==> config.mk <==
export PLATFORM = sky130hd
export DESIGN_NAME = lowmem_steer
export DESIGN_NICKNAME = d
export VERILOG_FILES = /design/src/rtl/lowmem_steer_pkg.sv /design/src/rtl/lowmem_rst_sync.sv /design/src/rtl/lowmem_attr_regs.sv /design/src/rtl/lowmem_seg_decode.sv /design/src/rtl/lowmem_route_sel.sv /design/src/rtl/lowmem_steer.sv
export SDC_FILE = /design/constraint.sdc
export NUM_CORES = 1
export LEC_CHECK = 0
export CORE_ASPECT_RATIO = 0.6
export CORE_MARGIN = 1
export CORE_UTILIZATION = 43
export DETAILED_ROUTE_END_ITERATION = 6
export PLACE_DENSITY = 0.75
export SETUP_SLACK_MARGIN = 0.3
export SKIP_CTS_REPAIR_TIMING = 1
export SYNTH_ARGS = -nofsm -noshare
export SYNTH_HDL_FRONTEND = slang
export SYNTH_SLANG_ARGS = --single-unit
==> constraint.sdc <==
create_clock -name clk -period 1.7 [get_ports clk]
set_input_delay 0.255 -clock clk [delete_from_list [all_inputs] [get_ports clk]]
set_output_delay 0.255 -clock clk [all_outputs]
set_load 0.03 [all_outputs]
==> src/rtl/lowmem_steer_pkg.sv <==
package lowmem_steer_pkg;
  localparam int unsigned ATTR_W  = 2;
  localparam int unsigned NUM_SEG = 13;
  localparam int unsigned NUM_REG = 7;
  localparam int unsigned SEG_IW  = 4;
  localparam int unsigned RD_BIT  = 0;
  localparam int unsigned WR_BIT  = 1;

  typedef logic [ATTR_W-1:0] attr_t;

  // register that holds segment g (segment NUM_SEG-1 is the 64 KB top one)
  function automatic int unsigned seg_reg(input int unsigned g);
    return (g == NUM_SEG - 1) ? 0 : (g / 2) + 1;
  endfunction

  // low bit position of segment g inside its register
  function automatic int unsigned seg_lsb(input int unsigned g);
    return (g == NUM_SEG - 1) ? 4 : ((g % 2) == 1 ? 4 : 0);
  endfunction
endpackage

==> src/rtl/lowmem_rst_sync.sv <==
module lowmem_rst_sync (
  input  logic clk,
  input  logic rst_ni,
  output logic rst_no
);
  logic [1:0] sync_q;

  always_ff @(posedge clk or negedge rst_ni) begin
    if (!rst_ni) sync_q <= 2'b00;
    else         sync_q <= {sync_q[0], 1'b1};
  end

  assign rst_no = sync_q[1];
endmodule

==> src/rtl/lowmem_attr_regs.sv <==
module lowmem_attr_regs
  import lowmem_steer_pkg::*;
#(
  parameter int unsigned CFG_AW   = 8,
  parameter int unsigned DATA_W   = 8,
  parameter logic [7:0]  CFG_BASE = 8'h80
) (
  input  logic                 clk,
  input  logic                 rst_n,
  input  logic                 cfg_wr,
  input  logic [CFG_AW-1:0]    cfg_addr,
  input  logic [DATA_W-1:0]    cfg_wdata,
  input  logic                 lock_set,
  output logic [DATA_W-1:0]    cfg_rdata,
  output attr_t [NUM_SEG-1:0]  attr_o
);
  localparam logic [CFG_AW-1:0] BASE = CFG_AW'(CFG_BASE);

  attr_t [NUM_SEG-1:0] attr_q, attr_d;
  logic                locked_q, locked_d;
  logic [CFG_AW-1:0]   rel;
  logic                hit;
  logic                wr_en;

  assign rel   = cfg_addr - BASE;
  assign hit   = (cfg_addr >= BASE) && (rel < CFG_AW'(NUM_REG));
  assign wr_en = cfg_wr && hit && !locked_q;

  // lock next state: sticky
  always_comb begin
    locked_d = locked_q;
    if (lock_set) locked_d = 1'b1;
  end

  always_ff @(posedge clk or negedge rst_n) begin
    if (!rst_n) locked_q <= 1'b0;
    else        locked_q <= locked_d;
  end

  // one attribute field per segment
  for (genvar g = 0; g < NUM_SEG; g++) begin : g_seg
    localparam int unsigned REG = seg_reg(g);
    localparam int unsigned LSB = seg_lsb(g);

    always_comb begin
      attr_d[g] = attr_q[g];
      if (wr_en && (rel == CFG_AW'(REG))) attr_d[g] = cfg_wdata[LSB +: ATTR_W];
    end

    always_ff @(posedge clk or negedge rst_n) begin
      if (!rst_n)                 attr_q[g] <= '0;
      else if (attr_d[g] != attr_q[g]) attr_q[g] <= attr_d[g];
    end
  end

  // combinational readback, reserved bits stay zero
  always_comb begin
    cfg_rdata = '0;
    if (hit) begin
      for (int unsigned g = 0; g < NUM_SEG; g++) begin
        if (rel == CFG_AW'(seg_reg(g))) cfg_rdata[seg_lsb(g) +: ATTR_W] = attr_q[g];
      end
    end
  end

  assign attr_o = attr_q;

  p_lock_sticky_r8: assert property (@(posedge clk) disable iff (!rst_n)
    locked_q |=> locked_q);
  p_locked_hold_r8: assert property (@(posedge clk) disable iff (!rst_n)
    locked_q |=> $stable(attr_q));
  p_rsvd_zero_r6: assert property (@(posedge clk) disable iff (!rst_n)
    (cfg_rdata[7:6] == 2'b00) && (cfg_rdata[3:2] == 2'b00));
  p_top_low_zero_r6: assert property (@(posedge clk) disable iff (!rst_n)
    (cfg_addr == BASE) |-> (cfg_rdata[1:0] == 2'b00));
  p_bad_off_zero_r9: assert property (@(posedge clk) disable iff (!rst_n)
    !hit |-> (cfg_rdata == '0));
  p_bad_wr_ignored_r9: assert property (@(posedge clk) disable iff (!rst_n)
    (cfg_wr && !hit) |=> $stable(attr_q));
endmodule

==> src/rtl/lowmem_seg_decode.sv <==
module lowmem_seg_decode
  import lowmem_steer_pkg::*;
#(
  parameter int unsigned ADDR_W = 20
) (
  input  logic [ADDR_W-1:0] addr,
  output logic              in_win,
  output logic [SEG_IW-1:0] seg_idx
);
  // window is the top quarter of the 1 MB space
  assign in_win = (addr[ADDR_W-1 -: 2] == 2'b11);

  always_comb begin
    if (addr[ADDR_W-3 -: 2] == 2'b11) seg_idx = SEG_IW'(NUM_SEG - 1);
    else                              seg_idx = addr[ADDR_W-3 -: SEG_IW];
  end

  logic unused_low;
  assign unused_low = ^addr[ADDR_W-3-SEG_IW:0];
endmodule

==> src/rtl/lowmem_route_sel.sv <==
module lowmem_route_sel
  import lowmem_steer_pkg::*;
(
  input  logic                in_win,
  input  logic [SEG_IW-1:0]   seg_idx,
  input  logic                is_wr,
  input  attr_t [NUM_SEG-1:0] attr,
  output logic                to_mem
);
  attr_t sel;

  always_comb begin
    sel = '0;
    for (int unsigned g = 0; g < NUM_SEG; g++) begin
      if (seg_idx == SEG_IW'(g)) sel = attr[g];
    end
  end

  assign to_mem = !in_win || (is_wr ? sel[WR_BIT] : sel[RD_BIT]);
endmodule

==> src/rtl/lowmem_steer.sv <==
module lowmem_steer
  import lowmem_steer_pkg::*;
#(
  parameter int unsigned ADDR_W   = 20,
  parameter int unsigned CFG_AW   = 8,
  parameter int unsigned DATA_W   = 8,
  parameter logic [7:0]  CFG_BASE = 8'h80
) (
  input  logic              clk,
  input  logic              rst_ni,
  input  logic              cfg_wr,
  input  logic [CFG_AW-1:0] cfg_addr,
  input  logic [DATA_W-1:0] cfg_wdata,
  output logic [DATA_W-1:0] cfg_rdata,
  input  logic              lock_set,
  input  logic              host_valid,
  input  logic [ADDR_W-1:0] host_addr,
  input  logic              host_is_wr,
  output logic              route_mem,
  output logic              route_dn
);
  logic                rst_n;
  attr_t [NUM_SEG-1:0] attr;
  logic                in_win;
  logic [SEG_IW-1:0]   seg_idx;
  logic                to_mem;
  logic                mem_q, mem_d, dn_q, dn_d;

  lowmem_rst_sync u_rst (
    .clk    (clk),
    .rst_ni (rst_ni),
    .rst_no (rst_n)
  );

  lowmem_attr_regs #(
    .CFG_AW   (CFG_AW),
    .DATA_W   (DATA_W),
    .CFG_BASE (CFG_BASE)
  ) u_regs (
    .clk       (clk),
    .rst_n     (rst_n),
    .cfg_wr    (cfg_wr),
    .cfg_addr  (cfg_addr),
    .cfg_wdata (cfg_wdata),
    .lock_set  (lock_set),
    .cfg_rdata (cfg_rdata),
    .attr_o    (attr)
  );

  lowmem_seg_decode #(.ADDR_W(ADDR_W)) u_dec (
    .addr    (host_addr),
    .in_win  (in_win),
    .seg_idx (seg_idx)
  );

  lowmem_route_sel u_sel (
    .in_win  (in_win),
    .seg_idx (seg_idx),
    .is_wr   (host_is_wr),
    .attr    (attr),
    .to_mem  (to_mem)
  );

  always_comb begin
    mem_d = 1'b0;
    dn_d  = 1'b0;
    if (host_valid) begin
      mem_d = to_mem;
      dn_d  = !to_mem;
    end
  end

  always_ff @(posedge clk or negedge rst_n) begin
    if (!rst_n) begin
      mem_q <= 1'b0;
      dn_q  <= 1'b0;
    end else begin
      mem_q <= mem_d;
      dn_q  <= dn_d;
    end
  end

  assign route_mem = mem_q;
  assign route_dn  = dn_q;

  p_route_onehot_r2: assert property (@(posedge clk) disable iff (!rst_n)
    host_valid |=> (route_mem ^ route_dn));
  p_route_idle_r2: assert property (@(posedge clk) disable iff (!rst_n)
    !host_valid |=> (!route_mem && !route_dn));
  p_outside_mem_r7: assert property (@(posedge clk) disable iff (!rst_n)
    (host_valid && (host_addr[ADDR_W-1 -: 2] != 2'b11)) |=> route_mem);
endmodule

==> results by group <==
Logic synthesis
  • #FFs+latches synth: 31
  • Top cells by count, synth: dfrtp_1 (31), mux2_2 (31), nand2_1 (10)
  • Register area share after synthesis: 0.4063
  • Synth area leaders: dfrtp_1 (41%), mux2_2 (18%), mux2i_1 (3.7%)
  • Ys flop type: dfrtp_1
  • Syn Inst Count: 177
  • EDFF count, synth: 0
  • Post-Syn Area per Cell: 10.79 µm²
  • Synth unique cells: 45
  • Post-synth ARST share: 1.000
  • Yosys warning total: 0
  • Share of the synthesized area in the top cell type: 0.4063
  • Cell area after synthesis: 0.001909 mm²
  • Area leader, netlist: dfrtp_1

Worst setup path
  • WP data required: 1870 ps
  • Critical Path Start Type: primary input
  • Reg2Reg Setup Slack: approximately 30 ps
  • Worst Path Buf+Inv: 2
  • Setup CP Type: in -> reg
  • Data arrival time of the critical path: about 2000 ps
  • Critical path depth in cells: 7
  • R2R Path End: route_mem
  • CP delay by family, top: simple AND/OR/NAND/NOR gates
  • Worst reg-to-reg path cell count: 5
  • Worst-path cell chain: clkbuf_2, nand2b_4, or4_4, nand4bb_4, nor3b_4, buf_6, mux2_4
  • Crit path capture type: flop
  • Slowest Stage Delay on Critical Path: about 520 ps
  • CP max stage cell: or4_4
  • Crit path max fanout: 5
  • Critical R2R Launch: u_regs.attr_o[18]

Floorplan
  • CORE AREA: 0.004189 mm²
  • DIE WIDTH: 88.03 µm
  • Starting Density: 0.4558
  • Row cnt: 18
  • Die area: roughly 0.0047 mm²
  • Die height: 53.62 µm
  • Io pins: between 50 and 60

Clock network
  • Clock latency on the worst-skew pair: 290 ps
  • CTS buffer count: 5
  • CTS tree: done
  • Root Driver: clkbuf_8
  • Clk sinks: 31
  • Clk buf depth: 2
  • H-tree depth: 2
  • CTS clk-pin slew, worst paths: 60 ps

Power and ir drop
  • Part of the power in the clock network: 0.363
  • Psw: 0.4378 mW
  • Power Density: 565.0 mW/mm²
  • Pleak: about 1.4 nW
  • Internal power: around 1.2 mW
  • Worst vdd ir: slightly above 0.4 mV
  • Sw frac: 0.2664
  • Sequential share of power: 0.455
  • Total power: 1.643 mW
  • Logic pwr share: 0.183

Cells and area
  • Storage element area: between 700 and 800 µm²
  • Layout cells sized above 1: 0.5020
  • Post-Route Utilization: 0.6941
  • Layout net count: approximately 290
  • Area Growth Syn to Fin: 52.29%
  • Antenna cells: 0
  • Design area: 0.002908 mm²
  • Multi-input gate area: 0.001274 mm²
  • Fillers: slightly below 300

STA
  • RSZ-0062 raised after global routing: true
  • Final min period: 1862 ps
  • Slew Viols, Final: 0
  • Min Hold Slack: approximately 130 ps
  • FMAX: around 540 MHz
  • Final count of negative-setup-slack endpoints: 31
  • Final period util: 1.095
  • Final hold violation count: 0
  • Worst Clk Skew: 6.218 ps
  • Setup_tns: -2449 ps
  • Final WS setup: -161.9 ps

Placed design
  • GPL Wtd Cong: 0.8639
  • Post-DP HPWL: 4010 µm
  • Input/output buffers: 29
  • Placement Cell Area: 0.002541 mm²

Routing
  • Initial drt markers: 123
  • DRC: 0
  • Post-route ant nets: 0
  • Vias/cell: 5.577
  • DRT Pass-1 Iters: 4
  • Wirelength per Cell: 18.10 µm
  • DR vias: 1701
  • Routed WL: between 5000 and 6000 µm

Global route
  • Largest net degree at the start of global routing: 30
  • First-pass GRT wire length: 8411 µm
  • Initial antenna violation count: 0
  • Overflow after GRT: 0
  • Gr usage total: 0.2561
  • Vias in the first global route: 1601

Status
  • Status: finished with violations
  • Failing checks: setup timing

Flow run
  • Max-Cap Viols: 0

Worst hold path
  • Min-delay worst type: in -> async
## placed cells by master (no fill, tap or decap), types with 6 or more instances in the layout
master,netlist,layout
buf_4,4,38
mux2_4,0,12
buf_6,0,7
clkdlybuf4s50_1,0,14
dlymetal6s2s_1,0,9
mux2i_1,7,7
dfrtp_1,31,31
nand2_1,10,7
mux2_2,31,19
nor2_1,9,8
clkbuf_8,0,6
## cells by family after synthesis
logic type	after synthesis	share of synthesized area
flip-flops	31	0.4063
buffers and inverters	20	0.04784
AO/OA/AOI/OAI	36	0.1271
multiplexers	39	0.2313
AND/OR/NAND/NOR	49	0.1835
other	2	0.003933
## through the flow
stage | setup WS (ps) | cells
final | -161.9 | 305
after CTS | -801.8 | 293
after floorplan | -229.0 | 180
after detailed placement | -804.6 | 286
after global routing | -180.2 | 305
after global placement | -764.6 | 286
## state kept, by name (all words and copies together), names as in the netlist
signal / flops
u_regs.locked_q: 1
u_regs.attr_o: 26
route_dn: 1
u_rst.sync_q: 2
route_mem: 1
## routing by layer
metal  vias up  share of wire  track usage
met5         -              0            0
met4         0          0.010      0.06183
met3         6          0.079      0.08129
met2        60           0.44       0.3953
met1       850           0.47       0.3540
li1        785              -            -
## power groups by stage
| stage | combinational (mW) | sequential, mW | clock, mW |
|---|---|---|---|
| final | 0.300 | 0.747 | 0.596 |
| after detailed placement | 0.268 | 0.761 | 0 |
| after global routing | 0.323 | 0.747 | 0.647 |
| after CTS | 0.269 | 0.747 | 0.598 |
| after global placement | 0.262 | 0.761 | 0 |
| after floorplan | 0.126 | 0.777 | 0 |
## worst max-delay path by stage
stage                      from                 to  slack, ps
detailed placement  cfg_addr[7]       cfg_rdata[1]       -800
floorplan           cfg_addr[6]  u_regs.attr_o[16]       -230
finish              cfg_addr[6]  u_regs.attr_o[22]       -160
global route        cfg_addr[6]  u_regs.attr_o[22]       -180
CTS                 cfg_addr[7]       cfg_rdata[1]       -800
global placement    cfg_addr[1]       cfg_rdata[1]       -760
## final cells by class
type	count	share of cell area
clock buffers	6	0.02840
repair buffers	73	0.2328
flip-flops and latches	31	0.2668
inverters	5	0.006454
clock inverters	1	0.001721
well taps	60	0.02582
multi-input cells	129	0.4380
Power figures use the tool's default switching activity.
